File: src/rtl/nanconv_pkg.sv
package nanconv_pkg;

  localparam int NUM_FMT = 3;
  localparam int WORD_W  = 64;

  typedef enum logic [1:0] {
    FMT_HALF   = 2'd0,
    FMT_SINGLE = 2'd1,
    FMT_DOUBLE = 2'd2,
    FMT_ALIAS  = 2'd3
  } fmtSel_e;

  // strobes from control to datapath
  typedef struct packed {
    logic [1:0] srcIdx;
    logic [1:0] dstIdx;
    logic       forceDefault;
  } convStrobe_t;

  typedef struct packed {
    logic              sign;
    logic [WORD_W-1:0] payload;
  } canonNan_t;

  function automatic int fracWidth(input int idx);
    case (idx)
      0:       return 10;
      1:       return 23;
      default: return 52;
    endcase
  endfunction

  function automatic int expWidth(input int idx);
    case (idx)
      0:       return 5;
      1:       return 8;
      default: return 11;
    endcase
  endfunction

  // code 3 folds onto binary64
  function automatic logic [1:0] fmtIndex(input logic [1:0] code);
    return (code == FMT_ALIAS) ? 2'd2 : code;
  endfunction

endpackage

File: src/rtl/nan_classify.sv
module nan_classify #(
  parameter int EXP_W  = 8,
  parameter int FRAC_W = 23
) (
  input  logic [63:0] word,
  output logic        isNan,
  output logic        isSignaling
);
  localparam int TOP_W = 1 + EXP_W + FRAC_W;

  logic [EXP_W-1:0]  expField;
  logic [FRAC_W-1:0] fracField;
  logic              expAllOnes;

  always_comb begin
    expField    = word[TOP_W-2:FRAC_W];
    fracField   = word[FRAC_W-1:0];
    expAllOnes  = &expField;
    isNan       = expAllOnes && (fracField != '0);
    isSignaling = expAllOnes && !fracField[FRAC_W-1] && (fracField[FRAC_W-2:0] != '0);
  end
endmodule

File: src/rtl/nan_ctrl.sv
module nan_ctrl
  import nanconv_pkg::*;
(
  input  logic [63:0]  srcVal,
  input  logic [1:0]   srcFmt,
  input  logic [1:0]   dstFmt,
  input  logic         defaultNanMode,
  output convStrobe_t  strobe,
  output logic         invalidFlag
);
  logic [NUM_FMT-1:0] nanVec;
  logic [NUM_FMT-1:0] snanVec;
  logic [1:0]         srcIdx;

  for (genvar g = 0; g < NUM_FMT; g++) begin : g_cls
    nan_classify #(
      .EXP_W (expWidth(g)),
      .FRAC_W(fracWidth(g))
    ) u_cls (
      .word       (srcVal),
      .isNan      (nanVec[g]),
      .isSignaling(snanVec[g])
    );
  end

  always_comb begin
    srcIdx              = fmtIndex(srcFmt);
    strobe.srcIdx       = srcIdx;
    strobe.dstIdx       = fmtIndex(dstFmt);
    strobe.forceDefault = defaultNanMode;
    invalidFlag         = nanVec[srcIdx] && snanVec[srcIdx];
  end
endmodule

File: src/rtl/nan_datapath.sv
module nan_datapath
  import nanconv_pkg::*;
#(
  parameter logic [63:0] DEF_HALF   = 64'h0000_0000_0000_7E00,
  parameter logic [63:0] DEF_SINGLE = 64'h0000_0000_7FC0_0000,
  parameter logic [63:0] DEF_DOUBLE = 64'h7FF8_0000_0000_0000
) (
  input  logic [63:0] srcVal,
  input  convStrobe_t strobe,
  output logic [63:0] dstVal
);
  canonNan_t          unpacked [NUM_FMT];
  logic [63:0]        packed_  [NUM_FMT];
  canonNan_t          canon;

  function automatic logic [63:0] defaultFor(input int idx);
    case (idx)
      0:       return DEF_HALF;
      1:       return DEF_SINGLE;
      default: return DEF_DOUBLE;
    endcase
  endfunction

  // source side: shift the encoded word so the fraction top bit reaches bit 63
  for (genvar g = 0; g < NUM_FMT; g++) begin : g_unpack
    localparam int FW    = fracWidth(g);
    localparam int EW    = expWidth(g);
    localparam int TOP_W = 1 + EW + FW;
    localparam int SHAMT = WORD_W - FW;
    logic [63:0] word;
    always_comb begin
      word                = '0;
      word[TOP_W-1:0]     = srcVal[TOP_W-1:0];
      unpacked[g].sign    = srcVal[TOP_W-1];
      unpacked[g].payload = word << SHAMT;
    end
  end

  always_comb begin
    canon = unpacked[0];
    case (strobe.srcIdx)
      2'd0:    canon = unpacked[0];
      2'd1:    canon = unpacked[1];
      default: canon = unpacked[2];
    endcase
  end

  // destination side: rebuild each format from the top of the payload
  for (genvar g = 0; g < NUM_FMT; g++) begin : g_pack
    localparam int FW    = fracWidth(g);
    localparam int EW    = expWidth(g);
    localparam int TOP_W = 1 + EW + FW;
    logic [FW-1:0] fracTop;
    logic [63:0]   rebuilt;
    always_comb begin
      fracTop              = canon.payload[63 -: FW];
      rebuilt              = '0;
      rebuilt[TOP_W-1:0]   = {canon.sign, {EW{1'b1}}, fracTop};
      if (strobe.forceDefault || (fracTop == '0)) packed_[g] = defaultFor(g);
      else                                          packed_[g] = rebuilt;
    end
  end

  always_comb begin
    case (strobe.dstIdx)
      2'd0:    dstVal = packed_[0];
      2'd1:    dstVal = packed_[1];
      default: dstVal = packed_[2];
    endcase
  end
endmodule

File: src/rtl/nan_fmt_conv.sv
module nan_fmt_conv
  import nanconv_pkg::*;
#(
  parameter logic [63:0] DEF_HALF   = 64'h0000_0000_0000_7E00,
  parameter logic [63:0] DEF_SINGLE = 64'h0000_0000_7FC0_0000,
  parameter logic [63:0] DEF_DOUBLE = 64'h7FF8_0000_0000_0000
) (
  input  logic [63:0] srcVal,
  input  logic [1:0]  srcFmt,
  input  logic [1:0]  dstFmt,
  input  logic        defaultNanMode,
  output logic [63:0] dstVal,
  output logic        invalidFlag
);
  convStrobe_t strobe;

  nan_ctrl u_ctrl (
    .srcVal        (srcVal),
    .srcFmt        (srcFmt),
    .dstFmt        (dstFmt),
    .defaultNanMode(defaultNanMode),
    .strobe        (strobe),
    .invalidFlag   (invalidFlag)
  );

  nan_datapath #(
    .DEF_HALF  (DEF_HALF),
    .DEF_SINGLE(DEF_SINGLE),
    .DEF_DOUBLE(DEF_DOUBLE)
  ) u_dp (
    .srcVal(srcVal),
    .strobe(strobe),
    .dstVal(dstVal)
  );
endmodule

File: config.mk
export PLATFORM = sky130hd
export DESIGN_NAME = nan_fmt_conv
export DESIGN_NICKNAME = d
export VERILOG_FILES = /design/src/rtl/nanconv_pkg.sv /design/src/rtl/nan_classify.sv /design/src/rtl/nan_ctrl.sv /design/src/rtl/nan_datapath.sv /design/src/rtl/nan_fmt_conv.sv
export SDC_FILE = /design/constraint.sdc
export NUM_CORES = 1
export LEC_CHECK = 0
export ABC_AREA = 0
export BUFFER_PORTS_ARGS = -buffer_cell sky130_fd_sc_hd__buf_2
export CORE_MARGIN = 2
export CORE_UTILIZATION = 35
export DETAILED_ROUTE_END_ITERATION = 12
export PLACE_DENSITY = 0.73
export SETUP_SLACK_MARGIN = 0.02
export SLEW_MARGIN = 0
export SYNTH_ARGS = -nofsm -noshare
export SYNTH_HDL_FRONTEND = slang
export SYNTH_HIERARCHICAL = 1
export SYNTH_SLANG_ARGS = --single-unit
export TNS_END_PERCENT = 10
File: constraint.sdc
create_clock -name vclk -period 3.4
set_input_delay 0.68 -clock vclk [all_inputs]
set_output_delay 0.68 -clock vclk [all_outputs]
set_load 0.01 [all_outputs]
==> results by group <==
Setup path
  • Peak per-stage delay on the critical path: 0.30 ns
  • Critical Path Sink Type: output pin
  • CP top delay family: buffers and inverters
  • Crit path max-delay cell type: mux2_4
  • Crit path kind: in2out
  • Max FO, Critical Path: 5
  • CP endpoint: dstVal[3]
  • Worst path most repeated cell: buf_4
  • Critical path launch point type: primary input
  • Worst EP required: between 2 and 3 ns
  • Crit path DAT: 3.19 ns
  • Crit. Startpoint: srcFmt[1]
  • Crit path buffers/inverters: 15
  • Stages on the worst setup path: 20
  • Crit-path cells: buf_6 > nor2b_4 > buf_6 > buf_6 > mux2_4 > mux2i_4 > buf_6 > buf_4 > buf_4 > buf_4 > buf_4 > buf_4 > buf_4 > buf_4 > buf_4 > buf_4 > buf_6 > nor2_1 > a221o_1 > buf_2

Run status
  • Failing checks: negative setup slack
  • Status: finished with violations

Job
  • Max_cap viols: 0

Logic synthesis
  • Syn_nets: about 300
  • Cell variety after synth: 45
  • Register area share after synthesis: 0%
  • Synthesized area: about 0.0016 mm^2
  • Synth warn: 6
  • Avg Cell Area, Syn: between 6 and 7 um^2
  • Mapped Cells: around 240

Routing
  • Residual DRC: 0
  • Final ANT Viol Nets: 0
  • Final wirelength: slightly below 9000 um
  • Via-to-Cell Ratio: ~6.1
  • Router iterations before antenna repair: 5
  • WL/cell: between 15 and 20 um
  • DR vias: 2857
  • DRT iter0 DRCs: 420

GRT
  • Vias in the first global route: approximately 2500
  • GR Util met3: between 6 and 7%
  • Met1 usage: roughly two fifths
  • Initial antenna violation count: 0
  • Busiest grt layer: met2
  • GRT overflow: 0
  • Met2 Usage GRT: 49.8%
  • GRT Overall Usage: between 30% and 40%
  • First-pass GRT wire length: 12600 um
  • Largest net degree at the start of global routing: 35

Place
  • Hpwl dp: about 6600 um
  • DP Area: 0.00268 mm^2
  • Placed cell count: ~450
  • IO Port Bufs: 134
  • RD Place Congestion: 0.956
  • Pre-CTS setup slack: -0.422 ns

Final layout
  • Seq_cells: 0
  • Filler cells: 381
  • Most common cell after layout, fill and taps aside: buf_2
  • Clock buffers: 0
  • Register area: 0 um^2
  • Layout Nets: slightly below 500
  • Area Overhead vs Synth: 82.4%
  • Most frequent cells in the layout: buf_2, buf_4, nor4_1
  • Share of layout cells above drive strength 1: 58.1%
  • Antenna diodes: 0
  • Final Non-Filler Cells: 467
  • Final instance area: between 0.002 and 0.003 mm^2

Floorplan
  • Die ar.: around 0.0053 mm^2
  • Row count: 24
  • Initial Util: a little under two fifths
  • Horiz. Die Dim: just over 70 um
  • CORE AREA: about 0.0044 mm^2
  • I/O Pins: between 100 and 150
  • Die Ht: 72.5 um

Power
  • Clk network pwr share: 0%
  • Logic gate share of total power: 100.0%
  • Peak supply drop: around 64 uV
  • Switching power total: around 210 uW
  • Int Power: 201 uW
  • Flop pwr share: 0%
  • Pwr Density: 137 mW/mm^2
  • Switching share of power: 50.8%
  • P_leak: 0.00150 uW

Timing
  • Setup TNS: -19.40 ns
  • Max Clock Freq: about 260 MHz
  • Final setup fails: 53
  • RSZ-0062 raised after global routing: true
  • Period minus WS final: between 3 and 4 ns
  • Final WS setup: -0.471 ns
  • Rel. slew slack: approximately two thirds
  • Hold slack final: roughly 1.7 ns
  • Worst-margin pin slew: 0.517 ns
  • Max-slew violation count: 0
  • Final Hold Fails: 0
  • Fin crit share: 114%

Clock network
  • Post-CTS Hold Buffers: 0

Min path
  • Hold crit path type: in2out
[cell usage after synthesis, drive strengths merged, types with 2 or more instances]
library cell	n	area share (%)
nor2	20	4.6
buf	21	8.7
o21ai	6	2.1
nand3	3	0.91
nor4	24	10
or2	2	0.76
a31oi	2	0.76
nor3	9	3.4
a21oi	5	1.5
a211oi	3	1.4
mux2	8	5.9
o311ai	3	1.6
a21o	6	2.7
o2bb2ai	9	4.8
nor2b	18	7.0
a221o	14	8.5
inv	4	0.91
mux2i	11	8.2
or4	7	3.2
a22o	11	5.9
nand2b	2	0.76
nand2	12	2.7
o21a	4	1.8
clkbuf	9	2.1
nand4	11	4.2
a21boi	2	0.91
and4	2	1.1
[logic make-up (layout without fill, tap and decap cells)]
kind of cell           Yosys count  in the layout  share of synthesized area, %
AOI/OAI and AO/OA               68             68                          33.7
and+or+nand+nor                114            114                          40.4
muxes                           19             19                          14.2
buffers and inverters           34            214                          11.7
[worst min-delay path by stage]
stage                  endpoint  slack, ns  startpoint  depth (start not counted)
CTS                  dstVal[25]       1.70  srcVal[25]                          3
finish               dstVal[23]       1.70  srcVal[23]                          3
floorplan           invalidFlag       1.45   srcFmt[1]                          1
detailed placement   dstVal[25]       1.69  srcVal[25]                          3
global placement     dstVal[24]       1.70  srcVal[24]                          3
global route         dstVal[27]       1.72  srcVal[27]                          3
[layer usage]
| layer | wire length, um | share of wire [%] |
|---|---|---|
| met5 | 0 | 0 |
| met4 | 231 | 2.6 |
| met3 | 1060 | 12 |
| met2 | 4000 | 46 |
| met1 | 3440 | 39 |
[layout make-up]
class | instances | area [um^2] | area share, %
inverters | 4 | 15.0 | 0.501
well taps | 52 | 65.1 | 2.17
multi-input cells | 201 | 1570 | 52.2
repair buffers | 210 | 1350 | 45.1
[power by group through the flow]
stage | Combinational [uW] | Sequential (uW) | Clock, uW
floorplan | 168 | 0 | 0
global placement | 349 | 0 | 0
detailed placement | 351 | 0 | 0
CTS | 380 | 0 | 0
global route | 431 | 0 | 0
finish | 409 | 0 | 0
[through the flow]
| step | total power, uW | utilization (%) |
|---|---|---|
| 3_3_place_gp | 349 | 60.4 |
| 6_report | 409 | 67.4 |
| 4_1_cts | 380 | 64.6 |
| 5_1_grt | 431 | 67.4 |
| 3_5_place_dp | 351 | 60.4 |
| 2_1_floorplan | 168 | - |
[timing repair]
action,CTS,global route
endpoints found under the setup margin,53,53
gates resized for setup,12,11
pin swaps,16,5
setup buffers,14,6
gates cloned,1,1
No activity file was read; power rests on OpenSTA's default activity.
